===== config.mk =====
export PLATFORM = sky130hd
export DESIGN_NAME = fld_replay_seq
export DESIGN_NICKNAME = d
export VERILOG_FILES = /design/src/rtl/frs_pkg.sv /design/src/rtl/frs_capture.sv /design/src/rtl/frs_replay.sv /design/src/rtl/fld_replay_seq.sv
export SDC_FILE = /design/constraint.sdc
export NUM_CORES = 1
export LEC_CHECK = 0
export BUFFER_PORTS_ARGS = -buffer_cell sky130_fd_sc_hd__buf_2
export CORE_ASPECT_RATIO = 1.25
export CORE_UTILIZATION = 61
export CTS_BUF_LIST = sky130_fd_sc_hd__clkbuf_8
export DETAILED_ROUTE_END_ITERATION = 8
export PLACE_DENSITY = 0.81
export SYNTH_ARGS = -nofsm -noshare
export SYNTH_HDL_FRONTEND = slang
export SYNTH_SLANG_ARGS = --single-unit

===== constraint.sdc =====
create_clock -name clk -period 7.9 [get_ports clk]
set_clock_uncertainty 0.15 [all_clocks]
set_input_delay 0.395 -clock clk [delete_from_list [all_inputs] [get_ports clk]]
set_output_delay 0.395 -clock clk [all_outputs]
set_load 0.02 [all_outputs]

===== src/rtl/frs_pkg.sv =====
package frs_pkg;
  localparam int HOLD_W = 7;
  typedef logic [1:0] code_t;

  function automatic logic [3:0] acq_ratio(input code_t c);
    return 4'd4 + {1'b0, c, 1'b0};
  endfunction

  function automatic logic [HOLD_W-1:0] hold_len(input code_t a, input code_t p);
    return {3'b000, acq_ratio(a)} << p;
  endfunction
endpackage


===== src/rtl/frs_capture.sv =====
module frs_capture
  import frs_pkg::*;
#(
  parameter int SLOTS = 64
) (
  input  logic                      clk,
  input  logic                      rst_n,
  input  logic                      fld_strobe,
  input  logic                      save_clr,
  input  logic                      no_win,
  input  code_t                     acq_code,
  output logic                      arm_next,
  output logic                      armed,
  output logic                      wr_en,
  output logic [$clog2(SLOTS)-1:0]  wr_slot,
  output logic [$clog2(SLOTS)-1:0]  wptr,
  output logic [$clog2(SLOTS+1)-1:0] vcount,
  output code_t                     acq_lat,
  output logic                      wr_busy
);
  localparam int SLOT_W = $clog2(SLOTS);
  localparam int CNT_W  = $clog2(SLOTS + 1);
  localparam logic [CNT_W-1:0] FULL = CNT_W'(SLOTS);

  logic [3:0]        dec_q;
  logic [3:0]        base_dec;
  logic [3:0]        ratio;
  logic [3:0]        dec_nxt;
  logic [SLOT_W-1:0] base_ptr;
  logic [CNT_W-1:0]  base_cnt;
  logic              take_field;
  logic              clr_evt;

  function automatic logic [SLOT_W-1:0] slot_inc(input logic [SLOT_W-1:0] s);
    return (32'(s) == SLOTS - 1) ? '0 : s + 1'b1;
  endfunction

  always_comb begin
    arm_next   = save_clr & no_win;
    clr_evt    = fld_strobe & arm_next & ~armed;
    base_dec   = armed ? dec_q : 4'd0;
    base_ptr   = armed ? wptr : '0;
    base_cnt   = armed ? vcount : '0;
    ratio      = acq_ratio(acq_code);
    take_field = (base_dec == 4'd0);
    dec_nxt    = (base_dec >= ratio - 4'd1) ? 4'd0 : base_dec + 4'd1;
  end

  always_ff @(posedge clk) begin
    if (!rst_n) begin
      armed   <= 1'b0;
      dec_q   <= '0;
      wptr    <= '0;
      vcount  <= '0;
      wr_en   <= 1'b0;
      wr_slot <= '0;
      acq_lat <= '0;
      wr_busy <= 1'b0;
    end else if (fld_strobe) begin
      armed   <= arm_next;
      wr_busy <= arm_next & (~armed | (wr_busy & ~wr_en));
      if (arm_next) begin
        acq_lat <= acq_code;
        dec_q   <= dec_nxt;
        wr_en   <= take_field;
        if (take_field) begin
          wr_slot <= base_ptr;
          wptr    <= slot_inc(base_ptr);
          vcount  <= (base_cnt == FULL) ? FULL : base_cnt + 1'b1;
        end else begin
          wptr    <= base_ptr;
          vcount  <= base_cnt;
        end
      end else begin
        wr_en <= 1'b0;
      end
    end
  end

  AST_WR_NEEDS_ARM: assert property (@(posedge clk) disable iff (!rst_n)
    wr_en |-> armed);
  AST_FREEZE_STOPS_WR: assert property (@(posedge clk) disable iff (!rst_n)
    fld_strobe && !save_clr |=> !wr_en && !armed);
  AST_BLOCKED_ARM: assert property (@(posedge clk) disable iff (!rst_n)
    fld_strobe && save_clr && !no_win |=> !wr_en && $stable(vcount));
  AST_CLEAR_TO_SLOT0: assert property (@(posedge clk) disable iff (!rst_n)
    clr_evt |=> wr_en && wr_slot == '0 && vcount == CNT_W'(1));
  AST_VCOUNT_BOUND: assert property (@(posedge clk) disable iff (!rst_n)
    vcount <= FULL);
  AST_WR_QUIET_OFF_STROBE: assert property (@(posedge clk) disable iff (!rst_n)
    !fld_strobe |=> $stable(wr_en) && $stable(wr_slot) && $stable(wr_busy));
endmodule


===== src/rtl/frs_replay.sv =====
module frs_replay
  import frs_pkg::*;
#(
  parameter int SLOTS = 64
) (
  input  logic                       clk,
  input  logic                       rst_n,
  input  logic                       fld_strobe,
  input  logic                       replay_go,
  input  logic                       arm_next,
  input  logic                       armed,
  input  logic [$clog2(SLOTS)-1:0]   wptr,
  input  logic [$clog2(SLOTS+1)-1:0] vcount,
  input  code_t                      acq_lat,
  input  code_t                      pb_code,
  output logic                       replay_active,
  output logic [$clog2(SLOTS)-1:0]   rd_slot
);
  localparam int SLOT_W = $clog2(SLOTS);
  localparam int CNT_W  = $clog2(SLOTS + 1);
  localparam logic [SLOT_W:0]  SLOTS_X = (SLOT_W + 1)'(SLOTS);
  localparam logic [CNT_W-1:0] FULL    = CNT_W'(SLOTS);

  logic [SLOT_W-1:0] idx_q;
  logic [HOLD_W-1:0] hold_q;
  logic [HOLD_W-1:0] hold_lim;
  code_t             pb_q;
  logic [SLOT_W-1:0] oldest;
  logic              hold_done;
  logic              last_slot;
  logic              start_evt;

  function automatic logic [SLOT_W-1:0] slot_add(input logic [SLOT_W-1:0] a,
                                                 input logic [SLOT_W:0] b);
    logic [SLOT_W:0] s;
    s = {1'b0, a} + b;
    if (s >= SLOTS_X) s = s - SLOTS_X;
    return s[SLOT_W-1:0];
  endfunction

  always_comb begin
    oldest    = (vcount == FULL) ? wptr : '0;
    hold_lim  = hold_len(acq_lat, pb_q);
    hold_done = (hold_q == hold_lim - 1'b1);
    last_slot = (CNT_W'(idx_q) == vcount - 1'b1);
    start_evt = fld_strobe & ~arm_next & ~replay_active & replay_go & (vcount != '0);
  end

  always_ff @(posedge clk) begin
    if (!rst_n) begin
      replay_active <= 1'b0;
      idx_q         <= '0;
      hold_q        <= '0;
      pb_q          <= '0;
      rd_slot       <= '0;
    end else if (fld_strobe) begin
      if (arm_next) begin
        replay_active <= 1'b0;
      end else if (replay_active) begin
        if (hold_done) begin
          hold_q <= '0;
          if (last_slot) begin
            replay_active <= 1'b0;
          end else begin
            idx_q   <= idx_q + 1'b1;
            rd_slot <= slot_add(oldest, {1'b0, idx_q} + 1'b1);
          end
        end else begin
          hold_q <= hold_q + 1'b1;
        end
      end else if (start_evt) begin
        replay_active <= 1'b1;
        idx_q         <= '0;
        hold_q        <= '0;
        pb_q          <= pb_code;
        rd_slot       <= oldest;
      end
    end
  end

  AST_NO_REPLAY_WHILE_ARMED: assert property (@(posedge clk) disable iff (!rst_n)
    replay_active |-> !armed);
  AST_START_AT_OLDEST: assert property (@(posedge clk) disable iff (!rst_n)
    start_evt |=> replay_active && rd_slot == $past(oldest));
  AST_HOLD_BOUND: assert property (@(posedge clk) disable iff (!rst_n)
    replay_active |-> hold_q < hold_lim);
  AST_ONLY_VALID: assert property (@(posedge clk) disable iff (!rst_n)
    replay_active |-> CNT_W'(idx_q) < vcount);
  AST_RD_QUIET_OFF_STROBE: assert property (@(posedge clk) disable iff (!rst_n)
    !fld_strobe |=> $stable(replay_active) && $stable(rd_slot));
endmodule


===== src/rtl/fld_replay_seq.sv =====
module fld_replay_seq
  import frs_pkg::*;
#(
  parameter int SLOTS = 64
) (
  input  logic                     clk,
  input  logic                     rst_n,
  input  logic                     fld_strobe,
  input  logic [1:0]               acq_code,
  input  logic [1:0]               pb_code,
  input  logic                     save_clr,
  input  logic                     no_win,
  input  logic                     replay_go,
  output logic                     wr_en,
  output logic [$clog2(SLOTS)-1:0] wr_slot,
  output logic [$clog2(SLOTS)-1:0] rd_slot,
  output logic                     replay_active,
  output logic                     wr_busy
);
  localparam int SLOT_W = $clog2(SLOTS);
  localparam int CNT_W  = $clog2(SLOTS + 1);

  logic              arm_next;
  logic              armed;
  logic [SLOT_W-1:0] wptr;
  logic [CNT_W-1:0]  vcount;
  code_t             acq_lat;

  frs_capture #(.SLOTS(SLOTS)) u_capture (
    .clk        (clk),
    .rst_n      (rst_n),
    .fld_strobe (fld_strobe),
    .save_clr   (save_clr),
    .no_win     (no_win),
    .acq_code   (acq_code),
    .arm_next   (arm_next),
    .armed      (armed),
    .wr_en      (wr_en),
    .wr_slot    (wr_slot),
    .wptr       (wptr),
    .vcount     (vcount),
    .acq_lat    (acq_lat),
    .wr_busy    (wr_busy)
  );

  frs_replay #(.SLOTS(SLOTS)) u_replay (
    .clk           (clk),
    .rst_n         (rst_n),
    .fld_strobe    (fld_strobe),
    .replay_go     (replay_go),
    .arm_next      (arm_next),
    .armed         (armed),
    .wptr          (wptr),
    .vcount        (vcount),
    .acq_lat       (acq_lat),
    .pb_code       (pb_code),
    .replay_active (replay_active),
    .rd_slot       (rd_slot)
  );

  AST_RESET_QUIET: assert property (@(posedge clk)
    !rst_n |=> !replay_active && !wr_en && !wr_busy);
endmodule


==> impl_results.md, run 1 <==
- Status: completed
- DP HPWL: 4960 um
- Reg2reg start: u_capture.vcount[2]$_SDFFE_PN0P_
- Post-CTS setup buffer count: 0
- Chip Height: 83.1 um
- Slowest stage delay, CP: 0.61 ns
- Number of distinct library cells after synthesis: 59
- CTS root buf: clkbuf_8
- CTS Sinks: 50
- Relative slew slack: 0.204
- Seq cells post-synth: 50
- Hold Crit Depth: 3
- RSZ-0062 raised after global routing: false
- Post-layout nets: 446
- Critical Path RT: ~8.0 ns
- Worst-margin pin slew: 1.19 ns
- Top cell by count, worst path: nor4_1
- Startpoint Class: register
- Layout filler cell count: 449
- Post-Synthesis Cell Area: 3210 um^2
- CP max FO: 10
- Via count: 2882
- R2r worst-path depth: 12
- Clk_lat worst skew: 0.31 ns
- Setup violators final: 0
- Initial antenna violation count: 0
- Worst path top cell family by delay: simple AND/OR/NAND/NOR gates
- CP cell instances: nor4_1 -> nand2_1 -> nor2_1 -> and2_1 -> ha_1 -> nor2b_1 -> o21ai_0 -> a21boi_0 -> nor4_1 -> a311oi_1 -> xor2_1 -> o211a_1
- Leakage: 0.00149 uW
- Seq/Total Area, Yosys: 0.312
- Synth cell count leaders: 50 x dfxtp_1, 47 x nand2_1, 42 x nor2_1
- Post-route ant nets: 0
- P per Cell Area: 147 nW/um^2
- Final hold vios: 0
- Vias in the first global route: roughly 2700
- Worst ir drop on vdd: 0.000130 V
- Pre-Repair DR Iteration Count: 5
- Clock Tree Buf Depth: 2
- Crit-path slowest cell: nor4_1
- Placed Area: 3330 um^2
- Hold Path End: u_replay.pb_q[0]$_SDFFE_PN0P_
- Worst r2r dst: u_replay.rd_slot[5]$_SDFFE_PN0P_
- Total Wirelength: approximately 6900 um
- Diode count: 0
- Post-route minimum period: around 3.4 ns
- Die width: ~67 um
- Slew Limit Fails: 0
- Area grow syn2layout: 7.18%
- Post-synth EDFFs: 0
- Setup TNS: 0 ns
- DR iter-0 viols: 171
- Critical path type: reg2reg
- Ys async rst share: 0
- Post-CTS Hold Buffers: 0
- Final period utilization: 0.437
- Top-count cell post-synth: dfxtp_1
- FP Rows: 29
- Worst setup EP type: register
- Top_reg_cell synth: dfxtp_1
- DR WL/cell: roughly 15 um
- Die ar.: 5560 um^2
- Avg Inst Size Synth: between 7 and 8 um^2
- DRC viols: 0
- Share of cells above drive strength 1: 0.106
- Ports: 25
- Vias/cell: just over 6
- Global-route wire length before repair: 11800 um
- Worst Path Buf+Inv: 0
- Top-area cell type share of the netlist area: 0.312
- Port Buffers: 24
- Fmax: 290 MHz
- Congestion Overflow GR: 0
- Routability congestion estimate: about 0.87
- CTS H-tree lvls: 2
- Arrival time worst endpoint: roughly 3.5 ns
- Min-Delay Path Class: in2reg
- YS warnings: 0
- Largest net degree at the start of global routing: 39
- FF-to-FF setup slack: roughly 4.5 ns
- Min-Delay Startpoint: pb_code[0]
- Total global-route track usage: 0.268
- Synth top area cells: dfxtp_1 31%, ha_1 7.8%, nand2_1 5.5%, nor2_1 4.9%, a21oi_1 4.8%
- Clk slew on worst S/H paths: 0.09 ns
- Initial Util: 0.632
- CP Depth: 12
- Design Area, Final: approximately 3400 um^2
- Crit path launch: u_capture.vcount[2]$_SDFFE_PN0P_
- Gate Count Post-Synth: between 400 and 500
- Post-cts resize count: 0
- Core region area: 5080 um^2
- Max_cap viols: 0
- Total CTS buffers: 5
- Cell accounting for the most synthesized area: dfxtp_1
- CTS tree: yes
- Synth Net Count: 433
cells in the final DEF, fill, tap and decap left out, drive strengths merged, types with 2 or more instances in the layout:
cell type	n
a211oi	5
a21o	2
a21oi	31
a22oi	6
a31oi	3
a32oi	6
and2	10
and3	3
buf	24
clkbuf	6
dfxtp	50
ha	20
inv	18
mux2	3
mux2i	12
nand2	48
nand2b	3
nand3	21
nand4	9
nor2	42
nor2b	5
nor3	3
nor3b	2
nor4	4
nor4b	2
o211ai	4
o21ai	18
o31ai	3
or3	6
or4	2
xnor2	13
xor2	12
report_power, final:
group          internal [uW]  leakage, uW  switching (uW)
registers                256     0.000404            7.84
logic                   21.8      0.00103            34.4
clock network            101    0.0000573            83.5
stage by stage:
step	utilization	setup WS [ns]	cells	power [uW]	hold WS (ns)
after global placement	0.655	4.68	470	324	0.286
after floorplan	-	4.83	402	312	0.322
after CTS	0.677	4.50	477	506	0.173
after detailed placement	0.655	4.54	470	325	0.292
final	0.677	4.45	477	505	0.170
after global routing	0.677	4.12	477	523	0.209
logic make-up after synthesis:
group	count (synthesis)	synth area share
and+or+nand+nor	165	0.250
AOI/OAI and AO/OA	89	0.184
DFF	50	0.312
buffers and inverters	36	0.0460
xor gates and xnor gates	26	0.0753
adders and majority gates	21	0.0842
muxes	15	0.0480
worst max-delay path by stage:
stage	slack, ns	endpoint
finish	4.45	u_replay.rd_slot[5]$_SDFFE_PN0P_
global route	4.12	u_replay.rd_slot[5]$_SDFFE_PN0P_
CTS	4.50	u_replay.rd_slot[5]$_SDFFE_PN0P_
detailed placement	4.54	u_replay.rd_slot[5]$_SDFFE_PN0P_
global placement	4.68	u_replay.rd_slot[5]$_SDFFE_PN0P_
floorplan	4.83	u_replay.rd_slot[5]$_SDFFE_PN0P_
metal layers:
metal	wire length, um	track usage	vias to the layer above
met2	3650	0.482	48
li1	-	-	1457
met4	155	0.114	0
met5	0	0	-
met1	2900	0.305	1361
met3	235	0.0343	16
worst reg2reg max path: stages, from the launching register on:
cell      delay (ns)
dfxtp_1         0.39
nor4_1          0.61
nand2_1         0.15
nor2_1          0.30
and2_1          0.24
ha_1            0.24
nor2b_1         0.12
o21ai_0         0.20
a21boi_0        0.20
nor4_1          0.27
a311oi_1        0.09
xor2_1          0.18
o211a_1         0.20
final cells by class:
| type | count | area, um^2 | area share |
|---|---|---|---|
| multi-input combinational | 316 | 2060 | 0.599 |
| inverter | 18 | 67.6 | 0.0197 |
| sequential | 50 | 1000 | 0.291 |
| tap | 62 | 77.6 | 0.0226 |
| clock inverter | 1 | 30.0 | 0.00873 |
| timing repair buffer | 24 | 120 | 0.0349 |
| clock buffer | 6 | 82.6 | 0.0240 |
registers in the layout, summed over array words and instances, names as in the netlist:
name and cells:
u_capture.vcount 7, u_replay.hold_q 7, u_capture.wptr 6, u_capture.wr_slot 6
u_replay.idx_q 6, u_replay.rd_slot 6, u_capture.dec_q 4, u_capture.acq_lat 2
u_replay.pb_q 2, u_capture.armed 1, u_capture.wr_busy 1, u_capture.wr_en 1
u_replay.replay_active 1
Note: power is estimated with default switching activity, not from simulation.
==> run 2: changes to the inputs <==
==> constraint.sdc (replaced) <==
create_clock -name clk -period 3.6 [get_ports clk]
set_clock_uncertainty 0.15 [all_clocks]
set_input_delay 0.18 -clock clk [delete_from_list [all_inputs] [get_ports clk]]
set_output_delay 0.18 -clock clk [all_outputs]
set_load 0.02 [all_outputs]
==> run 2 against run 1 <==
Cell area rose by 0.65%. Sequential power increased by 120%. Sequential cell count unchanged. Die area unchanged. Global-route usage is 0.12 points higher. Routed wire length is 1.1% lower. Register-to-register slack worse by 4.0 ns. First-iteration DRC count increased by 44%. Total power increased by 100%. Worst hold slack lost 0.15 ns. Via count shrank 0.14%. Critical endpoint is now u_replay.idx_q[4]$_SDFFE_PN0P_.
==> impl_results.md, run 2 (synthesized netlist as in run 1, its figures left out) <==
- Setup violators final: 0 (unchanged)
- Port Buffers: 24 (unchanged)
- Diode count: 0 (unchanged)
- Slowest stage delay, CP: 0.48 ns (-0.13 ns)
- Highest metal used: met4
- Global-route wire length before repair: 11800 um (+0.47%)
- Min-Delay Path Class: in2reg
- CTS tree: yes
- DR WL/cell: 14.2 um (-2.4%)
- Status: completed
- Worst-margin pin slew: 1.19 ns (-0.00564 ns)
- Logic gate share of total power: 0.133 (+0.022)
- Final period utilization: 0.865 (+0.429)
- Worst path top cell family by delay: compound AO/OA/AOI/OAI gates
- Met3 wire len: 197 um (-16%)
- Met1 WL: 2930 um (+0.93%)
- CTS Sinks: 50 (unchanged)
- Worst setup EP type: register
- Arrival time worst endpoint: 3.20 ns (-0.31 ns)
- Core region area: 5080 um^2 (unchanged)
- Post-CTS setup buffer count: 0 (unchanged)
- Area grow syn2layout: 7.88%
- Chip Height: 83.1 um (unchanged)
- Slew Limit Fails: 0 (unchanged)
- Clock Tree Buf Depth: 2 (unchanged)
- Power, Total: 1010 uW (+100%)
- Pre-Repair DR Iteration Count: 4 (-1)
- Leakage: 0.00151 uW (+1.3%)
- RSZ-0062 raised after global routing: false
- Fmax: 321 MHz (+11%)
- Largest net degree at the start of global routing: 39 (unchanged)
- Top flop regs: u_capture.vcount x7, u_replay.hold_q x7
- Reg2reg start: u_replay.pb_q[0]$_SDFFE_PN0P_
- Clk slew on worst S/H paths: 0.09 ns (about the same)
- CP max FO: 16 (+6)
- DRC viols: 0 (unchanged)
- Sw Pwr: 271 uW (+120%)
- WHS: 0.0199 ns (-0.150 ns)
- Startpoint Class: register
- Share of cells above drive strength 1: 0.109 (+0.00324)
- Vias in the first global route: 2665 (-2.3%)
- Vias/cell: 5.96 (-1.4%)
- Ports: 25 (unchanged)
- Internal power: 742 uW (+96%)
- Length of routed met2 wiring: 3620 um (-0.77%)
- P per Cell Area: 293 nW/um^2 (+100%)
- CTS root buf: clkbuf_8
- Die ar.: 5560 um^2 (unchanged)
- Clk_lat worst skew: 0.30 ns (about the same)
- Die width: 66.9 um (unchanged)
- Post-route ant nets: 0 (unchanged)
- CTS H-tree lvls: 2 (unchanged)
- Share of power burned in the clock network: 0.301 (-0.065)
- DP HPWL: 5030 um (+1.3%)
- Worst Path Buf+Inv: 0 (unchanged)
- Initial Util: 0.632 (unchanged)
- Final hold vios: 0 (unchanged)
- Crit-path slowest cell: dfxtp_1
- CP cell instances: ha_1 -> o21bai_1 -> a22oi_2 -> xnor3_1 -> o41ai_2 -> o211ai_2 -> or3_1 -> a21oi_1
- DR iter-0 viols: 247 (+44%)
- Post-layout nets: 452 (+1.3%)
- Sequential share of power: 0.565 (+0.042)
- FP Rows: 29 (unchanged)
- Total Wirelength: 6860 um (-1.1%)
- Post-route minimum period: 3.12 ns (-0.333 ns)
- Routability congestion estimate: 0.860 (-1.0%)
- Non-Filler Instances: 483 (+1.3%)
- Max_cap viols: 0 (unchanged)
- Critical Path RT: 3.69 ns (-4.27 ns)
- Setup TNS: 0 ns (unchanged)
- Total global-route track usage: 0.269 (+0.00124)
- Sw Ratio: 0.268 (+0.0187)
- Total CTS buffers: 5 (unchanged)
- Min-Delay Startpoint: acq_code[0]
- Initial antenna violation count: 0 (unchanged)
- Worst ir drop on vdd: 0.000202 V (+56%)
- Crit path launch: u_replay.pb_q[0]$_SDFFE_PN0P_
- Most frequent cells in the layout: 50 x dfxtp_1, 47 x nand2_1, 42 x nor2_1
- Via count: 2878 (-0.14%)
- DP Cell Count: 473 (+0.64%)
- Congestion Overflow GR: 0 (unchanged)
- Most common cell after layout, fill and taps aside: dfxtp_1
- Critical path type: reg2reg
- Relative slew slack: 0.208 (+0.00376)
run 2: area by class of cell:
cell class                      count  area, um^2
Tap cell                           62        77.6
Inverter                           18        67.6
Sequential cell                    50        1000
Clock inverter                      2        7.51
Fill cell                         434        1620
Clock buffer                        5        68.8
Timing Repair Buffer               30         173
Multi-Input combinational cell    316        2070
run 2: path summary, 6_finish.rpt:
| check | cells after the start | endpoint | slack, ns |
|---|---|---|---|
| max | 8 | u_replay.idx_q[4]$_SDFFE_PN0P_ | 0.48 |
| min | 3 | u_capture.acq_lat[0]$_SDFFE_PN0P_ | 0.02 |
| max reg2reg | 8 | u_replay.idx_q[4]$_SDFFE_PN0P_ | 0.48 |
| min reg2reg | 2 | u_capture.wr_slot[5]$_SDFFE_PN0P_ | 0.30 |
run 2: worst register-to-register path, delay by kind of cell, from the launching register on:
kind,cells,cell delay [ns]
flops,1,0.48
fa+ha+maj,1,0.34
compound gates,5,1.26
xor+xnor,1,0.37
simple gates,1,0.46
run 2: through the flow:
| step | cell area, um^2 | utilization | worst slack (ns) |
|---|---|---|---|
| finish | 3460 | 0.681 | 0.485 |
| floorplan | 3210 | - | 0.534 |
| detailed placement | 3350 | 0.659 | 0.414 |
| global placement | 3350 | 0.659 | 0.554 |
| CTS | 3450 | 0.680 | 0.376 |
| global route | 3460 | 0.681 | 0.138 |
run 2: layer usage:
layer	global-route usage	up-vias
met3	0.0467	13
met1	0.325	1358
met5	0	-
li1	-	1462
met4	0.0793	0
met2	0.473	45
run 2: repair_timing:
action / CTS / global route
resized for setup: 0 / 1
hold endpoints to repair: 3 / 0
endpoints found under the setup margin: 0 / 1
hold buffers: 3 / 0
run 2: power groups by stage:
stage / combinational (uW) / clock [uW] / sequential (uW)
finish: 135 / 305 / 573
global route: 149 / 335 / 575
CTS: 135 / 313 / 573
detailed placement: 132 / 0 / 586
global placement: 129 / 0 / 585
floorplan: 98.8 / 0 / 586
==> run 3: changes to the inputs <==
--- a/config.mk
+++ b/config.mk
@@ -5,12 +5,13 @@
 export SDC_FILE = /design/constraint.sdc
 export NUM_CORES = 1
 export LEC_CHECK = 0
+export ABC_AREA = 1
 export BUFFER_PORTS_ARGS = -buffer_cell sky130_fd_sc_hd__buf_2
 export CORE_ASPECT_RATIO = 1.25
 export CORE_UTILIZATION = 61
 export CTS_BUF_LIST = sky130_fd_sc_hd__clkbuf_8
 export DETAILED_ROUTE_END_ITERATION = 8
-export PLACE_DENSITY = 0.81
+export PLACE_DENSITY = 0.8
 export SYNTH_ARGS = -nofsm -noshare
 export SYNTH_HDL_FRONTEND = slang
 export SYNTH_SLANG_ARGS = --single-unit
==> run 3 against run 2 <==
Cell area grew 8.7%. Critical path type unchanged. Global-route usage fell by 0.15 points. Combinational power up 38%. Count of clock-buffer cells in the layout is the same. Synthesized area grew 9.8%. Critical path depth up 8. Critical endpoint is now u_replay.rd_slot[4]$_SDFFE_PN0P_.
==> impl_results.md, run 3 <==
- Chip Height: 86.9 um (+4.6%)
- Slew Limit Fails: 0 (unchanged)
- Synth top area cells: dfxtp_1 28%, nand2_1 14%, ha_1 7.1%, inv_1 6.7%, nand3_1 5.8%
- Die width: 70.0 um (+4.6%)
- Post-cts resize count: 0 (unchanged)
- Cell accounting for the most synthesized area: dfxtp_1
- Power, Total: 1190 uW (+17%)
- Vias/cell: 5.46 (-8.3%)
- Relative slew slack: 0.357 (+0.149)
- Setup violators final: 0 (unchanged)
- Top-count cell post-synth: nand2_1
- Number of distinct library cells after synthesis: 39 (-34%)
- Via count: 3299 (+15%)
- Setup TNS: 0 ns (unchanged)
- DP Cell Count: 596 (+26%)
- Initial Util: 0.642 (+0.0109)
- Post-route minimum period: 2.65 ns (-0.464 ns)
- Clk_lat worst skew: 0.31 ns (about the same)
- Worst ir drop on vdd: 0.000199 V (-1.9%)
- Share of cells above drive strength 1: 0.152 (+0.0426)
- CTS tree: yes
- Vias in the first global route: 3076 (+15%)
- CTS H-tree lvls: 2 (unchanged)
- RSZ-0062 raised after global routing: false
- Post-route ant nets: 0 (unchanged)
- Initial antenna violation count: 0 (unchanged)
- Critical Path RT: 3.69 ns (about the same)
- CP max FO: 6 (-10)
- Gate Count Post-Synth: 521 (+30%)
- Clk slew on worst S/H paths: 0.09 ns (about the same)
- Routability congestion estimate: 0.912 (+6.0%)
- Top-area cell type share of the netlist area: 0.284 (-0.0277)
- YS warnings: 0 (unchanged)
- Total Wirelength: 7590 um (+11%)
- Final period utilization: 0.736 (-0.129)
- Diode count: 0 (unchanged)
- WHS: 0.00671 ns (-0.0132 ns)
- Post-layout nets: 570 (+26%)
- DR iter-0 viols: 142 (-43%)
- Worst-margin pin slew: 0.963 ns (-0.224 ns)
- Status: completed
- Min-Delay Path Class: in2reg
- Clock Tree Buf Depth: 2 (unchanged)
- Top flop regs: u_capture.vcount x7, u_replay.hold_q x7
- Post-Synthesis Cell Area: 3520 um^2 (+9.8%)
- Total global-route track usage: 0.268 (-0.00153)
- Congestion Overflow GR: 0 (unchanged)
- Ys async rst share: 0 (unchanged)
- Top_reg_cell synth: dfxtp_1
- Max_cap viols: 0 (unchanged)
- Leakage: 0.00166 uW (+9.5%)
- Seq cells post-synth: 50 (unchanged)
- DRC viols: 0 (unchanged)
- Synth Net Count: 552 (+27%)
- Design Area, Final: 3760 um^2 (+8.7%)
- Synth cell count leaders: 133 x nand2_1, 63 x inv_1, 50 x dfxtp_1
- Post-CTS setup buffer count: 0 (unchanged)
- Fmax: 377 MHz (+17%)
- Pre-Repair DR Iteration Count: 4 (unchanged)
- CTS root buf: clkbuf_8
- Avg Inst Size Synth: 6.76 um^2 (-15%)
- Placed Area: 3650 um^2 (+9.0%)
- Startpoint Class: register
- Arrival time worst endpoint: 2.74 ns (-0.46 ns)
- Total CTS buffers: 5 (unchanged)
- P per Cell Area: 315 nW/um^2 (+7.7%)
- FP Rows: 30 (+3.4%)
- Largest net degree at the start of global routing: 28 (-28%)
- Global-route wire length before repair: 13400 um (+13%)
- Final hold vios: 0 (unchanged)
- Non-Filler Instances: 604 (+25%)
- Post-synth EDFFs: 0 (unchanged)
- Ports: 25 (unchanged)
- DR WL/cell: 12.6 um (-12%)
- Area grow syn2layout: 6.82%
- Most common cell after layout, fill and taps aside: nand2_1
- CTS Sinks: 50 (unchanged)
- Seq/Total Area, Yosys: 0.284 (-0.0277)
- Critical path type: reg2reg
- DP HPWL: 5620 um (+12%)
- Die ar.: 6080 um^2 (+9.5%)
- Worst setup EP type: register
- Most frequent cells in the layout: 133 x nand2_1, 63 x inv_1, 50 x dfxtp_1
- Core region area: 5480 um^2 (+7.9%)
- Post-CTS Hold Buffers: 0 (-3)
- Port Buffers: 24 (unchanged)
==> run 3: kinds of logic after synthesis <==
kind of cell             synth area share
XOR/XNOR                           0.0398
flip-flops                          0.284
AND/OR/NAND/NOR                     0.349
buffers and inverters              0.0974
AO/OA/AOI/OAI                       0.152
adder cells (fa/ha/maj)            0.0768
==> run 3: layout make-up <==
cell class,count,area [um^2]
inverter,68,255
clock inverter,3,43.8
clock buffer,5,68.8
multi-input combinational,388,2180
timing repair buffer,26,135
sequential,50,1000
fill,498,1720
tap,64,80.1
==> run 3: path summary, 6_finish.rpt <==
check                              startpoint                          endpoint  slack (ns)  depth (start not counted)
min                                pb_code[0]     u_replay.pb_q[0]$_SDFFE_PN0P_       0.007                          3
max          u_capture.vcount[0]$_SDFFE_PN0P_  u_replay.rd_slot[4]$_SDFFE_PN0P_        0.95                         16
max reg2reg  u_capture.vcount[0]$_SDFFE_PN0P_  u_replay.rd_slot[4]$_SDFFE_PN0P_        0.95                         16
min reg2reg  u_replay.rd_slot[2]$_SDFFE_PN0P_  u_replay.rd_slot[2]$_SDFFE_PN0P_        0.32                          2
==> run 3: power breakdown <==
part	internal, uW	leakage, uW	switching, uW
logic	62.1	0.00119	124
registers	570	0.000406	23.2
clock network	208	0.0000585	198
==> run 3: critical path, cell delays in order, from the launching register on <==
cell and delay (ns):
dfxtp_1 0.42, inv_1 0.11, ha_1 0.20, inv_1 0.06, nor2_2 0.05, nand3_1 0.15
inv_1 0.08, nand2_1 0.07, ha_1 0.13, inv_1 0.06, fa_1 0.40, nand3_1 0.09
nand2_1 0.07, xnor2_1 0.12, o21ai_0 0.19, nand3_2 0.10, a21oi_2 0.13
==> run 3: layer usage <==
metal	vias to the layer above	wire length, um	track usage
met5	-	0	0
met4	0	167	0.111
met3	14	202	0.0359
met2	64	3800	0.483
met1	1497	3420	0.319
li1	1724	-	-
==> run 3: per-stage QoR <==
stage	util	worst slack (ns)
floorplan	-	1.17
global placement	0.666	1.04
detailed placement	0.666	0.977
CTS	0.686	0.947
global route	0.686	0.585
finish	0.686	0.949
